===== src/rtl/rle_pkg.sv =====
package rle_pkg;
  localparam int BYTE_W = 8;

  typedef enum logic [0:0] {
    PH_REC = 1'b0,
    PH_SEQ = 1'b1
  } ser_phase_e;
endpackage


===== src/rtl/rle_run_builder.sv =====
module rle_run_builder #(
  parameter int DATA_W = 16,
  parameter int CNT_W  = 8,
  parameter int RECS   = 5,
  parameter int CNTR_W = 32
) (
  input  logic              clk,
  input  logic              rst,
  input  logic              start,
  input  logic              end_cap,
  input  logic              in_valid,
  output logic              in_ready,
  input  logic [DATA_W-1:0] in_data,
  input  logic              in_trig,
  output logic              rec_valid,
  input  logic              rec_ready,
  output logic [DATA_W-1:0] rec_val,
  output logic [CNT_W-1:0]  rec_cnt,
  input  logic              ser_idle,
  output logic [CNTR_W-1:0] total_records,
  output logic [CNTR_W-1:0] pre_trig_records,
  output logic              trig_seen,
  output logic              cap_done
);
  localparam int RUN_MAX = (1 << CNT_W) - 1;
  localparam int MOD_W   = (RECS > 1) ? $clog2(RECS) : 1;

  logic              open_q;
  logic [DATA_W-1:0] run_val_q;
  logic [CNT_W-1:0]  run_cnt_q;
  logic              flush_q;
  logic              done_q;
  logic [MOD_W-1:0]  mod_q;
  logic              rec_valid_q;
  logic [DATA_W-1:0] rec_val_q;
  logic [CNT_W-1:0]  rec_cnt_q;
  logic [CNTR_W-1:0] total_q;
  logic [CNTR_W-1:0] pre_q;
  logic              trig_q;

  logic              in_fire;
  logic              trig_new;
  logic              close_run;
  logic              flush_slot;
  logic              issue;
  logic [DATA_W-1:0] iss_val;
  logic [CNT_W-1:0]  iss_cnt;

  assign in_ready   = !rec_valid_q && !flush_q && !done_q;
  assign in_fire    = in_valid && in_ready;
  assign trig_new   = in_trig && !trig_q;
  assign close_run  = open_q && ((in_data != run_val_q) ||
                                 (run_cnt_q == CNT_W'(RUN_MAX)) || trig_new);
  assign flush_slot = flush_q && !rec_valid_q;

  always_comb begin
    issue   = 1'b0;
    iss_val = run_val_q;
    iss_cnt = run_cnt_q;
    if (in_fire && close_run) begin
      issue = 1'b1;
    end else if (flush_slot) begin
      if (open_q) begin
        issue = 1'b1;
      end else if (mod_q != '0) begin
        issue   = 1'b1;
        iss_val = rec_val_q;
        iss_cnt = CNT_W'(1);
      end
    end
  end

  always_ff @(posedge clk) begin
    if (rst || start) begin
      open_q      <= 1'b0;
      run_val_q   <= '0;
      run_cnt_q   <= '0;
      flush_q     <= 1'b0;
      done_q      <= 1'b0;
      mod_q       <= '0;
      rec_valid_q <= 1'b0;
      rec_val_q   <= '0;
      rec_cnt_q   <= '0;
      total_q     <= '0;
      pre_q       <= '0;
      trig_q      <= 1'b0;
    end else begin
      if (rec_valid_q && rec_ready) begin
        rec_valid_q <= 1'b0;
      end
      if (issue) begin
        rec_valid_q <= 1'b1;
        rec_val_q   <= iss_val;
        rec_cnt_q   <= iss_cnt;
        total_q     <= total_q + 1'b1;
        mod_q       <= (mod_q == MOD_W'(RECS - 1)) ? '0 : mod_q + 1'b1;
      end
      if (in_fire) begin
        if (!open_q || close_run) begin
          open_q    <= 1'b1;
          run_val_q <= in_data;
          run_cnt_q <= CNT_W'(1);
        end else begin
          run_cnt_q <= run_cnt_q + 1'b1;
        end
        if (trig_new) begin
          trig_q <= 1'b1;
          pre_q  <= total_q + CNTR_W'(close_run);
        end
      end else if (flush_slot && open_q) begin
        open_q <= 1'b0;
      end
      if (end_cap && !done_q) begin
        flush_q <= 1'b1;
      end
      if (flush_slot && !open_q && (mod_q == '0) && ser_idle) begin
        done_q  <= 1'b1;
        flush_q <= 1'b0;
      end
    end
  end

  assign rec_valid        = rec_valid_q;
  assign rec_val          = rec_val_q;
  assign rec_cnt          = rec_cnt_q;
  assign total_records    = total_q;
  assign pre_trig_records = pre_q;
  assign trig_seen        = trig_q;
  assign cap_done         = done_q;

  // a handed-on record never carries a zero count
  assert_rec_nonzero_R10: assert property (@(posedge clk) disable iff (rst)
    rec_valid_q |-> (rec_cnt_q != '0));

  // a record waiting for the serializer is held unchanged
  assert_rec_hold_R8: assert property (@(posedge clk) disable iff (rst)
    (rec_valid_q && !rec_ready && !start) |=>
      (rec_valid_q && $stable(rec_cnt_q) && $stable(rec_val_q)));

  // no sample is taken while a record is still pending
  assert_no_take_pending_R8: assert property (@(posedge clk) disable iff (rst)
    (rec_valid_q && !rec_ready && !start) |=> !in_ready);
endmodule


===== src/rtl/rle_packet_serializer.sv =====
module rle_packet_serializer
  import rle_pkg::*;
#(
  parameter int DATA_W = 16,
  parameter int CNT_W  = 8,
  parameter int RECS   = 5
) (
  input  logic              clk,
  input  logic              rst,
  input  logic              start,
  input  logic              rec_valid,
  output logic              rec_ready,
  input  logic [DATA_W-1:0] rec_val,
  input  logic [CNT_W-1:0]  rec_cnt,
  output logic              ser_idle,
  output logic              out_valid,
  input  logic              out_ready,
  output logic [BYTE_W-1:0] out_data
);
  localparam int VAL_BYTES = DATA_W / BYTE_W;
  localparam int CNT_BYTES = CNT_W / BYTE_W;
  localparam int REC_BYTES = VAL_BYTES + CNT_BYTES;
  localparam int REC_BITS  = REC_BYTES * BYTE_W;
  localparam int IDX_W     = (REC_BYTES > 1) ? $clog2(REC_BYTES) : 1;
  localparam int SLOT_W    = (RECS > 1) ? $clog2(RECS) : 1;

  logic [REC_BITS-1:0] rec_word;
  logic [REC_BITS-1:0] shreg_q;
  logic                busy_q;
  ser_phase_e          phase_q;
  logic [IDX_W-1:0]    idx_q;
  logic [SLOT_W-1:0]   slot_q;
  logic [BYTE_W-1:0]   seq_q;

  for (genvar g = 0; g < REC_BYTES; g++) begin : g_lane
    if (g < VAL_BYTES) begin : g_val
      assign rec_word[g*BYTE_W +: BYTE_W] = rec_val[g*BYTE_W +: BYTE_W];
    end else begin : g_cnt
      assign rec_word[g*BYTE_W +: BYTE_W] = rec_cnt[(g-VAL_BYTES)*BYTE_W +: BYTE_W];
    end
  end

  always_ff @(posedge clk) begin
    if (rst || start) begin
      shreg_q <= '0;
      busy_q  <= 1'b0;
      phase_q <= PH_REC;
      idx_q   <= '0;
      slot_q  <= '0;
      seq_q   <= '0;
    end else if (!busy_q) begin
      if (rec_valid) begin
        busy_q  <= 1'b1;
        shreg_q <= rec_word;
        idx_q   <= '0;
        phase_q <= PH_REC;
      end
    end else if (out_ready) begin
      if (phase_q == PH_SEQ) begin
        seq_q   <= seq_q + 1'b1;
        slot_q  <= '0;
        busy_q  <= 1'b0;
        phase_q <= PH_REC;
      end else if (idx_q != IDX_W'(REC_BYTES - 1)) begin
        idx_q   <= idx_q + 1'b1;
        shreg_q <= shreg_q >> BYTE_W;
      end else if (slot_q == SLOT_W'(RECS - 1)) begin
        phase_q <= PH_SEQ;
        shreg_q <= REC_BITS'(seq_q);
      end else begin
        slot_q <= slot_q + 1'b1;
        busy_q <= 1'b0;
      end
    end
  end

  assign rec_ready = !busy_q;
  assign ser_idle  = !busy_q;
  assign out_valid = busy_q;
  assign out_data  = shreg_q[BYTE_W-1:0];

  // a stalled byte stays put
  assert_out_hold_R8: assert property (@(posedge clk) disable iff (rst)
    (out_valid && !out_ready && !start) |=> (out_valid && $stable(out_data)));

  // the record slot index stays within one packet
  assert_slot_range_R2: assert property (@(posedge clk) disable iff (rst)
    slot_q < SLOT_W'(RECS));

  // each sent sequence byte advances the packet number by one
  assert_seq_step_R7: assert property (@(posedge clk) disable iff (rst)
    (busy_q && out_ready && (phase_q == PH_SEQ) && !start) |=>
      (seq_q == $past(seq_q) + 1'b1));
endmodule


===== src/rtl/rle_sample_packer.sv =====
module rle_sample_packer #(
  parameter int DATA_W = 16,
  parameter int CNT_W  = 8,
  parameter int RECS   = 5,
  parameter int CNTR_W = 32
) (
  input  logic              clk,
  input  logic              rst,
  input  logic              start,
  input  logic              end_cap,
  input  logic              in_valid,
  output logic              in_ready,
  input  logic [DATA_W-1:0] in_data,
  input  logic              in_trig,
  output logic              out_valid,
  input  logic              out_ready,
  output logic [7:0]        out_data,
  output logic [CNTR_W-1:0] total_records,
  output logic [CNTR_W-1:0] pre_trig_records,
  output logic              trig_seen,
  output logic              cap_done
);
  logic              rec_valid;
  logic              rec_ready;
  logic [DATA_W-1:0] rec_val;
  logic [CNT_W-1:0]  rec_cnt;
  logic              ser_idle;

  rle_run_builder #(
    .DATA_W(DATA_W), .CNT_W(CNT_W), .RECS(RECS), .CNTR_W(CNTR_W)
  ) u_build (
    .clk(clk), .rst(rst), .start(start), .end_cap(end_cap),
    .in_valid(in_valid), .in_ready(in_ready), .in_data(in_data), .in_trig(in_trig),
    .rec_valid(rec_valid), .rec_ready(rec_ready), .rec_val(rec_val), .rec_cnt(rec_cnt),
    .ser_idle(ser_idle), .total_records(total_records),
    .pre_trig_records(pre_trig_records), .trig_seen(trig_seen), .cap_done(cap_done)
  );

  rle_packet_serializer #(
    .DATA_W(DATA_W), .CNT_W(CNT_W), .RECS(RECS)
  ) u_ser (
    .clk(clk), .rst(rst), .start(start),
    .rec_valid(rec_valid), .rec_ready(rec_ready), .rec_val(rec_val), .rec_cnt(rec_cnt),
    .ser_idle(ser_idle), .out_valid(out_valid), .out_ready(out_ready), .out_data(out_data)
  );

  // a finished capture holds whole packets only
  assert_done_aligned_R6: assert property (@(posedge clk) disable iff (rst)
    cap_done |-> ((total_records % CNTR_W'(RECS)) == '0));

  // nothing is left to send once done is reported
  assert_done_drained_R6: assert property (@(posedge clk) disable iff (rst)
    cap_done |-> (!out_valid && !in_ready));

  // the trigger position never lies past the records emitted
  assert_pre_bound_R5: assert property (@(posedge clk) disable iff (rst)
    trig_seen |-> (pre_trig_records <= total_records));
endmodule


===== config.mk =====
export PLATFORM = sky130hd
export DESIGN_NAME = rle_sample_packer
export DESIGN_NICKNAME = d
export VERILOG_FILES = /design/src/rtl/rle_pkg.sv /design/src/rtl/rle_run_builder.sv /design/src/rtl/rle_packet_serializer.sv /design/src/rtl/rle_sample_packer.sv
export SDC_FILE = /design/constraint.sdc
export NUM_CORES = 1
export LEC_CHECK = 0
export ABC_CLOCK_PERIOD_IN_PS = 3300
export BUFFER_PORTS_ARGS = -buffer_cell sky130_fd_sc_hd__clkbuf_2
export CAP_MARGIN = 20
export CORE_MARGIN = 5
export CORE_UTILIZATION = 40
export DETAILED_ROUTE_END_ITERATION = 10
export GPL_ROUTABILITY_DRIVEN = 0
export PLACE_DENSITY = 0.62
export SYNTH_ARGS = -nofsm -noshare
export SYNTH_HDL_FRONTEND = slang
export SYNTH_SLANG_ARGS = --single-unit

===== constraint.sdc =====
create_clock -name clk -period 3.3 [get_ports clk]
set_clock_uncertainty 0.05 [all_clocks]
set_input_delay 0.33 -clock clk [delete_from_list [all_inputs] [get_ports clk]]
set_output_delay 0.33 -clock clk [all_outputs]
set_load 0.01 [all_outputs]

Word-level counts from Yosys, hierarchy flattened
Index checks and enable logic that the tools add are counted.
{"block": "word_totals", "reg_bits": 159, "inputBits": 23}
{"block": "op_classes", "n_addsub": 7, "n_eq_ne": 13, "mux": 44, "n_reduce_logical": 38}
{"cell": "two-way mux 24 bit", "count": 6}
{"cell": "two-way mux 16 bit", "count": 4}
{"cell": "two-way mux 8 bit", "count": 5}
{"cell": "adder 32 x 1 -> 32 bit", "count": 1}
{"cell": "adder 32 x 1 -> 32 bit, second input constant", "count": 1}
{"cell": "two-way mux 1 bit", "count": 20}
{"cell": "adder 8 x 1 -> 8 bit, second input constant", "count": 2}
{"cell": "!= test 16 bit", "count": 1}
{"cell": "logical AND 1 bit", "count": 13}
{"cell": "two-way mux 3 bit", "count": 4}
{"cell": "AND reduction 4 bit", "count": 3}
{"cell": "two-way mux 2 bit", "count": 5}
{"cell": "!= test 2 bit, second input constant", "count": 5}
{"cell": "AND reduction 2 bit", "count": 5}
{"cell": "== test 8 bit, second input constant", "count": 1}
{"cell": "adder 3 x 1 -> 3 bit, second input constant", "count": 2}
{"cell": "== test 3 bit, second input constant", "count": 2}
{"cell": "logical NOT 1 bit", "count": 6}
{"cell": "nonzero test 2 bit", "count": 3}
{"cell": "logical OR 1 bit", "count": 4}
{"cell": "!= test 2 x 1 -> 1 bit, second input constant", "count": 2}
{"cell": "!= test 4 x 3 -> 1 bit, second input constant", "count": 1}
{"cell": "logical NOT 3 bit", "count": 1}
{"cell": "!= test 3 bit, second input constant", "count": 1}
{"cell": "other kinds (4)", "count": 4}

Depth between registers and ports, before layout
Gate-level depths: netlist (run 1).
{"block": "logic_depth", "word_depth": 7, "depth_mapped": 14, "ltp_nobuf": 14}

Hierarchy
From an unflattened synthesis (run 1), not the netlist that was laid out.
{"block": "unflattened", "cells_unflattened": 919, "area_unflattened_um2": 8089.0}
{"mod": "rle_run_builder", "n_inst": 1, "cells_each": 692, "area_per_inst_um2": 6010.8, "seq_area_each_um2": 2402.3}
{"mod": "rle_packet_serializer", "n_inst": 1, "cells_each": 227, "area_per_inst_um2": 2078.2, "seq_area_each_um2": 780.7}

Least setup slack after synthesis (run 1)
Ideal clock, no wire load.
{"block": "synth_path", "path_kind": "reg-to-reg", "from": "register u_build.run_cnt_q[1]", "to": "register u_build.pre_q[20] (netlist: u_build.pre_trig_records[20])", "setup_time_ps": 86, "t_arrival_ps": 2711, "t_required_ps": 3164, "setup_slack_ps": 454, "stages_incl_launch_ff": 15, "synth_period_minus_slack_ps": 2846, "cell_sequence": "dfxtp_1 > ha_1 > nand3_1 > nor2_1 > nor4_2 > and3_1 > nor2b_1 > ha_1 > ha_1 > nand3_1 > nor4_4 > nand3_4 > nor3_1 > xnor2_1 > a211oi_1"}
{"block": "synth_via", "elab_chain_cells": 5}
{"item": "start, declared", "line": "rle_run_builder.sv:30", "text": "logic [CNT_W-1:0] run_cnt_q;"}
{"item": "start signal, assigned", "line": "rle_run_builder.sv:104", "text": "run_cnt_q <= run_cnt_q + 1'b1;"}
{"item": "== test 8 bit", "line": "rle_run_builder.sv:53", "text": "(run_cnt_q == CNT_W'(RUN_MAX)) || trig_new);"}
{"item": "logical OR 1 bit", "line": "rle_run_builder.sv:52", "text": "assign close_run = open_q && ((in_data != run_val_q) ||"}
{"item": "logical OR 1 bit", "line": "rle_run_builder.sv:53"}
{"item": "logical AND 1 bit", "line": "rle_run_builder.sv:52"}
{"item": "adder 32 x 1 -> 32 bit", "line": "rle_run_builder.sv:108", "text": "pre_q <= total_q + CNTR_W'(close_run);"}
{"item": "end signal, assigned", "line": "rle_run_builder.sv:108"}
{"item": "end, declared", "line": "rle_run_builder.sv:38", "text": "logic [CNTR_W-1:0] pre_q;"}
Every way passes these cells.
A chain may end at the register's enable or synchronous reset.

Worst setup path in the final report (run 1)
{"block": "layout_path", "from": "register u_build.run_cnt_q[1]", "to": "register u_build.pre_q[28] (netlist: u_build.pre_trig_records[28])"}
Same word-level chain as after synthesis.

==> summary by stage, run 1 <==
Synth
The number of warnings reported in the yosys synthesis log is 0. The number of nets handed over by synthesis was 973. Among all flip-flop cells after synthesis, the most frequent one is sky130_fd_sc_hd__dfxtp_1. Synthesis inferred 159 register bits. The summed instance area of the synthesized netlist is 7820 um2. Ranked by total cell area, the synthesized netlist is headed by sky130_fd_sc_hd__dfxtp_1 41%, sky130_fd_sc_hd__nand2_1 5.5%, sky130_fd_sc_hd__mux2i_1 5.4%, sky130_fd_sc_hd__nor2_1 5.3%, sky130_fd_sc_hd__a21oi_1 3.6%. The synthesized netlist contains 52 unique library cells. For this run, asynchronously set or reset flops after synthesis account for 0%. In this run, synthesis inferred 0 flip-flops with an integrated enable.

The top cell type by area accounts for 40.7% of the synthesized area. The cell taking the most area after synthesis is sky130_fd_sc_hd__dfxtp_1. The post-synthesis average cell area is 8.33 um2.

The instance count of the mapped netlist is 939. The portion of the post-synthesis area used by sequential elements is 40.7%.

Floorplan
The floorplan has 51 rows. The die covers 22400 um2. The initial cell density of the core is 40.4%. From bottom edge to top edge, the die measures 150 um. The area inside the core boundary is 19300 um2. 99 I/O pins were placed. In this run the horizontal extent of the chip is 150 um.

Finish
Cells with a size suffix above 1 make up 17.5% of the layout. Relative to the synthesized area, the layout overhead comes to 16.1%. The area of all placed cells without fillers is 9080 um2. The count of placed standard cells in the final layout, fillers left out is 1272.

The most common library cell in the layout ignoring fill and taps is sky130_fd_sc_hd__dfxtp_1. The antenna diode count is 0. The library cells used most frequently in the layout, excluding fill and tap cells, are 159 x sky130_fd_sc_hd__dfxtp_1, 114 x sky130_fd_sc_hd__nand2_1, 109 x sky130_fd_sc_hd__nor2_1.

The post-layout net count is 1029.

Global routing
The global route total overflow is 0. The overall routing resource usage is 17.7%. The global-route wire length before repair is 32300 um. Entering global routing, the biggest net connects 60 pins. The number of global-route vias before repair is 6095. The number of antenna violations at the first check in global routing is 0.

Routing
Summed over all layers, the routed wires come to 19700 um. The routed via count is 6637. After detailed routing, the number of remaining DRC violations is 0. The pre-antenna-repair detailed-routing pass consisted of 6 iterations. The number of nets with antenna violations after routing is 0. The number of DRC markers after the initial detailed-route iteration is 469. In the routed layout, each cell is associated on average with a via count of 5.22.

The average wire length per cell after detail routing is 15.5 um.

Power
In this run switching power makes up 23.5% of total power. In this run the static leakage power is 3.08 nW. The internal power component is 3.18 mW. Power comes to 4.15 mW. The sequential fraction of design power is 47.2%. The worst vdd rail ir drop is 0.000359 V.

For this design the ratio of total power to cell area is 458 nW/um2. In this run the power spent charging and discharging nets is 0.975 mW. Combinational logic is responsible for 5.5% of the overall power. The clock network is responsible for 47.2% of the overall power.

Clock network
Clock-pin slew was measured on the worst setup and hold paths at 0.06 ns. The latest clock arrival within the worst-skew pair is 0.42 ns. The root cell of the clock tree is sky130_fd_sc_hd__clkbuf_16. The number of sinks handled by clock tree synthesis is 159.

The CTS buffer count is 17. TritonCTS built the clock tree. The count of H-tree levels built during CTS is 4.

No sink is reached through more buffers than the 2 on the longest clock path.

Setup path
The critical path arrival is 3.30 ns. For flop-to-flop paths, the worst setup slack is 0.27 ns. The cell with the largest stage delay on the worst path is sky130_fd_sc_hd__dfxtp_1. The worst setup path is of the reg -> reg kind. Of all nets on the critical path, the largest fanout is 4. The cell depth of the worst setup path is 14. The worst register-to-register path begins at u_build.run_cnt_q[1].

The signal on the critical path passes through ha_1 > nand3_1 > nor2_1 > nor4_2 > and3_1 > nor2b_2 > ha_1 > ha_1 > nand3_2 > nor4_4 > buf_4 > nand4_1 > xor2_1 > a211oi_1. The required time of the worst setup path is 3.58 ns. The worst setup path is captured at a register. The longest individual stage delay on the worst path is 0.38 ns. The worst setup path is launched from a register.

The cell type group with the largest total delay on the critical path is simple AND/OR/NAND/NOR gates. The endpoint identified for the worst register-to-register timing path is u_build.pre_trig_records[28]. Measured in cells, the most critical reg-to-reg path has a length of 14.

Counting stages on the worst path, the most repeated cell is sky130_fd_sc_hd__ha_1. Tracing the worst setup path back leads to its startpoint at u_build.run_cnt_q[1]. Counting both buffers and inverters, the worst setup path holds a total of 1.

STA
Setup violations remaining at the end of the flow were counted as 0. The headroom to the max-slew limit is 44.2%. The transition time of the tightest slew-check pin is 0.837 ns. The final setup TNS is 0 ns.

The part of the cycle the worst path needs is 91.7%. The final-report hold violation count was 0. The final number of max-transition violations is 0. The post-layout minimum cycle time is 3.03 ns. The upper clock frequency limit is 0.330 GHz. Setup repair after global routing left no endpoint under its margin. In the post-route analysis, the smallest setup slack over all paths is 0.274 ns.

Place
The HPWL after detailed placement is 13500 um. The worst setup slack after placement is 0.105 ns. The post-placement cell count is 1240. The post-place instance area is 8440 um2.

The total of buffers placed on input and output ports is 98.

Worst hold path
The class of the most critical hold timing path is in -> reg. Counting instances, the worst hold path has a depth of 3. The end of the worst hold path is u_build.run_val_q[10].

The start point of the worst hold path is in_data[10].

Run status
The run finished with clean final reports.

Job
The reported max-cap violation count is 0.
kinds of logic (layout without fill, tap and decap cells):
kind of cell / Yosys count / after routing / synth area share [%]
AO/OA/AOI/OAI: 180 / 180 / 15.6
XOR/XNOR: 59 / 59 / 6.61
adder cells (fa/ha/maj): 11 / 11 / 1.76
buffers and inverters: 99 / 167 / 5.89
flip-flops: 159 / 159 / 40.7
multiplexers: 43 / 43 / 5.52
AND/OR/NAND/NOR: 388 / 388 / 23.9
metal layers:
layer | global-route usage, % | share of wire (%)
met5 | 0 | 0
met3 | 3.27 | 4.5
met4 | 4.85 | 1.2
met1 | 26.7 | 52
met2 | 25.7 | 42
Yosys cell counts (3+ instances only):
master / n
sky130_fd_sc_hd__clkbuf_1: 48
sky130_fd_sc_hd__buf_6: 3
sky130_fd_sc_hd__xor2_1: 28
sky130_fd_sc_hd__nor2_1: 111
sky130_fd_sc_hd__nand3_1: 42
sky130_fd_sc_hd__xnor2_1: 31
sky130_fd_sc_hd__and3_1: 15
sky130_fd_sc_hd__nor3_1: 24
sky130_fd_sc_hd__o21ai_0: 43
sky130_fd_sc_hd__nand3b_1: 9
sky130_fd_sc_hd__nand4_1: 26
sky130_fd_sc_hd__buf_4: 12
sky130_fd_sc_hd__and4_1: 4
sky130_fd_sc_hd__nand2b_1: 4
sky130_fd_sc_hd__a21oi_1: 56
sky130_fd_sc_hd__nand2_1: 115
sky130_fd_sc_hd__o22ai_1: 8
sky130_fd_sc_hd__a2111o_1: 16
sky130_fd_sc_hd__and2_1: 5
sky130_fd_sc_hd__ha_1: 11
sky130_fd_sc_hd__buf_2: 17
sky130_fd_sc_hd__a32oi_1: 8
sky130_fd_sc_hd__a211oi_1: 26
sky130_fd_sc_hd__dfxtp_1: 159
sky130_fd_sc_hd__nor2b_1: 4
sky130_fd_sc_hd__or3_1: 17
sky130_fd_sc_hd__inv_1: 17
sky130_fd_sc_hd__mux2i_1: 42
sky130_fd_sc_hd__o211ai_1: 10
power by group through the flow:
stage | Clock (mW) | Sequential, mW | Combinational (mW)
2_1_floorplan | 0 | 2.01 | 0.148
3_3_place_gp | 0 | 2.00 | 0.231
3_5_place_dp | 0 | 2.01 | 0.231
4_1_cts | 2.00 | 1.96 | 0.232
5_1_grt | 2.09 | 1.96 | 0.254
6_report | 1.96 | 1.96 | 0.229
through the flow:
stage | util, % | hold WS (ns)
3_5_place_dp | 43.7 | 0.394
5_1_grt | 46.9 | 0.0960
2_1_floorplan | - | 0.382
6_report | 46.9 | 0.104
3_3_place_gp | 43.7 | 0.390
4_1_cts | 46.7 | 0.0925
how the worst max path moves through the flow:
stage                                              end  slack, ns
after floorplan           u_build.pre_trig_records[20]       0.45
after global placement    u_build.pre_trig_records[31]       0.18
after detailed placement  u_build.pre_trig_records[20]       0.10
after CTS                 u_build.pre_trig_records[28]       0.05
after global routing      u_build.pre_trig_records[20]       0.05
final                     u_build.pre_trig_records[28]       0.27
registers in the layout (all words and copies together) (netlist names), 8 cells and up:
register,flops
u_ser.shreg_q,24
u_build.run_cnt_q,8
u_build.total_records,32
u_build.run_val_q,16
u_build.pre_trig_records,32
u_build.rec_val,16
u_ser.seq_q,8
u_build.rec_cnt,8
layout make-up:
type                    count  area (um2)
fillers                  1898       10300
multi-input cells         681        4240
flip-flops and latches    159        3180
repair buffers            119         673
clock buffers              20         457
well taps                 265         332
clock inverters            11         133
inverters                  17        63.8
what timing repair did:
action | in CTS | in global routing
setup endpoints to repair | 0 | 14
hold buffers | 0 | 0
gates resized for setup | 0 | 8
setup buffers | 0 | 1
tightest hold or removal path, cell delays in order:
cell	delay, ns
sky130_fd_sc_hd__clkbuf_2	0.10
sky130_fd_sc_hd__nand3_1	0.05
sky130_fd_sc_hd__o21ai_0	0.06
(Power assumes the default switching activity.)
==> inputs of run 2 (changes only) <==
--- a/config.mk
+++ b/config.mk
@@ -9,10 +9,10 @@
 export BUFFER_PORTS_ARGS = -buffer_cell sky130_fd_sc_hd__clkbuf_2
 export CAP_MARGIN = 20
 export CORE_MARGIN = 5
-export CORE_UTILIZATION = 40
+export CORE_UTILIZATION = 58
 export DETAILED_ROUTE_END_ITERATION = 10
 export GPL_ROUTABILITY_DRIVEN = 0
-export PLACE_DENSITY = 0.62
+export PLACE_DENSITY = 0.83
 export SYNTH_ARGS = -nofsm -noshare
 export SYNTH_HDL_FRONTEND = slang
 export SYNTH_SLANG_ARGS = --single-unit
==> summary by stage, run 2 (synthesized netlist as in run 1, its figures left out) <==
Finish
The post-layout net count is 1027 (-0.19%). Compared with the post-synthesis result, the final layout area differs by 13.9%. The count of placed standard cells in the final layout, fillers left out was 1182 (-7.1%).

Leaving out fill and tap cells, the most frequent cell in the layout is sky130_fd_sc_hd__dfxtp_1. The fraction of layout cells with a size suffix above 1 is 17.1% (-0.38 points). The antenna diode count was 0 (unchanged). The library cells used most frequently in the layout, excluding fill and tap cells, are 159 x sky130_fd_sc_hd__dfxtp_1, 114 x sky130_fd_sc_hd__nand2_1, 109 x sky130_fd_sc_hd__nor2_1.

Global routing
The number of antenna violations at the first check in global routing is 0 (unchanged). The overall routing resource usage is 23.8% (+6.0 points). The global-route wire length before repair is 31400 um (-2.9%).

The number of global-route vias before repair is 6108 (+0.21%). The largest net degree at the start of global routing is 69 (+15%). The global route total overflow is 0 (unchanged).

Routing
The via density per instance was 5.88 (+13%). The number of DRC markers after the initial detailed-route iteration was 671 (+43%). The overall routed net length is 19100 um (-3.0%).

The routed via count is 6952 (+4.7%). The average wire length per cell after detail routing is 16.1 um (+4.4%). The number of nets with antenna violations after routing is 0 (unchanged).

The total iterations of the first detailed-routing run is 6 (unchanged). The remaining routing DRC violations came to 0 (unchanged).

Setup path
The peak fanout along the critical path was 6 (+2). The largest individual stage delay along the critical path comes from the cell sky130_fd_sc_hd__or3_1. The required time of the worst setup path is 3.58 ns (about the same).

The critical path arrival is 3.38 ns (+0.08 ns). The worst reg2reg path depth is 12 (-2). The internal reg-to-reg setup slack is 0.21 ns (-0.06 ns). Walking the worst path, the cells encountered are ha_1 > nand3_1 > nor2_1 > nor4_2 > and3_1 > nor2b_1 > ha_1 > and3_1 > nand4_1 > or3_1 > xor2_1 > a211oi_1. The startpoint type of the worst setup path is a register.

The type of the worst setup path is reg -> reg. The longest individual stage delay on the worst path is 0.44 ns (+0.06 ns). The launching point of the worst reg2reg path is u_build.run_cnt_q[0]. The kind of capture point of the worst setup path is a register. The worst reg2reg path endpoint is u_build.pre_trig_records[21].

STA
The post-layout minimum cycle time came to 3.09 ns (+0.0648 ns). The final setup slack of the worst path came to 0.209 ns (-0.0648 ns). The worst hold margin is 0.0949 ns (-0.00893 ns).

The transition time of the tightest slew-check pin is 1.02 ns (+0.186 ns). The headroom to the max-slew limit is 31.6% (-13 points). The final number of max-transition violations came to 0 (unchanged). The total of endpoints with negative setup slack in the final report is 0 (unchanged). The final-report hold violation count is 0 (unchanged). The upper clock frequency limit is 0.323 GHz (-2.1%).

The part of the cycle the worst path needs was 93.7% (+2.0 points).

Worst hold path
The end of the worst hold path is u_build.run_val_q[7]. The worst hold path cell count is 3 (unchanged). The worst hold path begins at in_data[7].

The class of the most critical hold timing path is in -> reg.

Floorplan
The number of ports placed on the die boundary is 99 (unchanged). The die outline area is 15900 um2 (-29%). The area inside the core boundary is 13200 um2 (-32%). The row count is 42 (-18%). The initial cell density of the core came to 59.0% (+19 points). The chip width came to 126 um (-16%). The vertical extent of the die is 126 um (-16%).

Place
The post-placement cell count is 1148 (-7.4%). The total of buffers placed on input and output ports is 98 (unchanged). The worst setup slack after placement is 0.141 ns (+0.0364 ns).

The HPWL after detailed placement is 12600 um (-6.5%).

Run status
The run finished with clean final reports.

Clock network
The clock transition at the register clock pins on the worst setup and hold paths after CTS was 0.06 ns (about the same). The worst-case clock buffer depth is 2 (unchanged). TritonCTS built the clock tree. The root cell of the clock tree is sky130_fd_sc_hd__clkbuf_16.

The CTS buffer count came to 17 (unchanged). The number of sinks handled by clock tree synthesis came to 159 (unchanged). The latest clock arrival within the worst-skew pair is 0.43 ns (about the same). The count of H-tree levels built during CTS is 4 (unchanged).

Power
The overall power consumption came to 4.15 mW (about the same). The power density over the cells came to 466 nW/um2 (+1.9%). The worst vdd rail ir drop came to 0.000349 V (-2.9%). The static leakage is 3.04 nW (-1.4%).

Job
The reported max-cap violation count came to 0 (unchanged).
==> run 2: cell count changes in the layout (fill, tap and decap cells not counted), sizes merged <==
cell      change
clkinv        -3
clkbuf        -2
clkinvlp      +2
inv           +4
buf           -2
==> run 2: repair_timing <==
item / 4_1_cts / 5_1_grt
resized for setup: 0 / 4
endpoints found under the setup margin: 0 / 12
buffers inserted: 0 / 2
hold buffers: 0 / 0
==> run 2: power by group <==
part / internal, mW / switching, mW
clock network: 1.13 / 0.835
registers: 1.94 / 0.0203
logic: 0.0746 / 0.151
total: 3.14 / 1.01
==> run 2: metrics by stage <==
step	utilization, %	area (um2)	TNS (ns)
3_5_place_dp	62.6	8290	0
2_1_floorplan	-	7820	0
5_1_grt	67.2	8900	-0.0196
6_report	67.2	8900	0
3_3_place_gp	62.6	8290	0
4_1_cts	67.0	8870	0
==> run 2: metal layers <==
metal | vias up | track usage [%] | share of wire, %
li1 | 3403 | - | -
met1 | 3279 | 35.2 | 47
met2 | 245 | 34.5 | 44
met3 | 25 | 5.12 | 6.9
met4 | 0 | 7.44 | 1.4
met5 | - | 0 | 0
==> run 2: critical path, delay by kind of cell (launching register included) <==
family | cells | cell delay (ns)
XOR/XNOR | 1 | 0.18
AO/OA/AOI/OAI | 1 | 0.26
adder cells (fa/ha/maj) | 2 | 0.38
flip-flops | 1 | 0.38
AND/OR/NAND/NOR | 8 | 1.74
==> run 2: worst max path at each step <==
stage	start	cells after the start	slack, ns	endpoint
after floorplan	u_build.run_cnt_q[1]	14	0.45	u_build.pre_trig_records[20]
after global placement	u_build.run_cnt_q[1]	14	0.28	u_build.pre_trig_records[20]
after detailed placement	u_build.run_cnt_q[0]	14	0.14	u_build.pre_trig_records[20]
after CTS	u_build.run_cnt_q[0]	14	0.12	u_build.pre_trig_records[20]
after global routing	u_build.run_cnt_q[1]	14	-0.01	u_build.pre_trig_records[30]
final	u_build.run_cnt_q[0]	12	0.21	u_build.pre_trig_records[21]
==> run 2: cell type report <==
class | instances | area [um2]
fill | 1058 | 4340
multi-input combinational | 681 | 4220
sequential | 159 | 3180
timing repair buffer | 117 | 633
clock buffer | 18 | 429
tap | 176 | 220
clock inverter | 14 | 156
inverter | 17 | 63.8
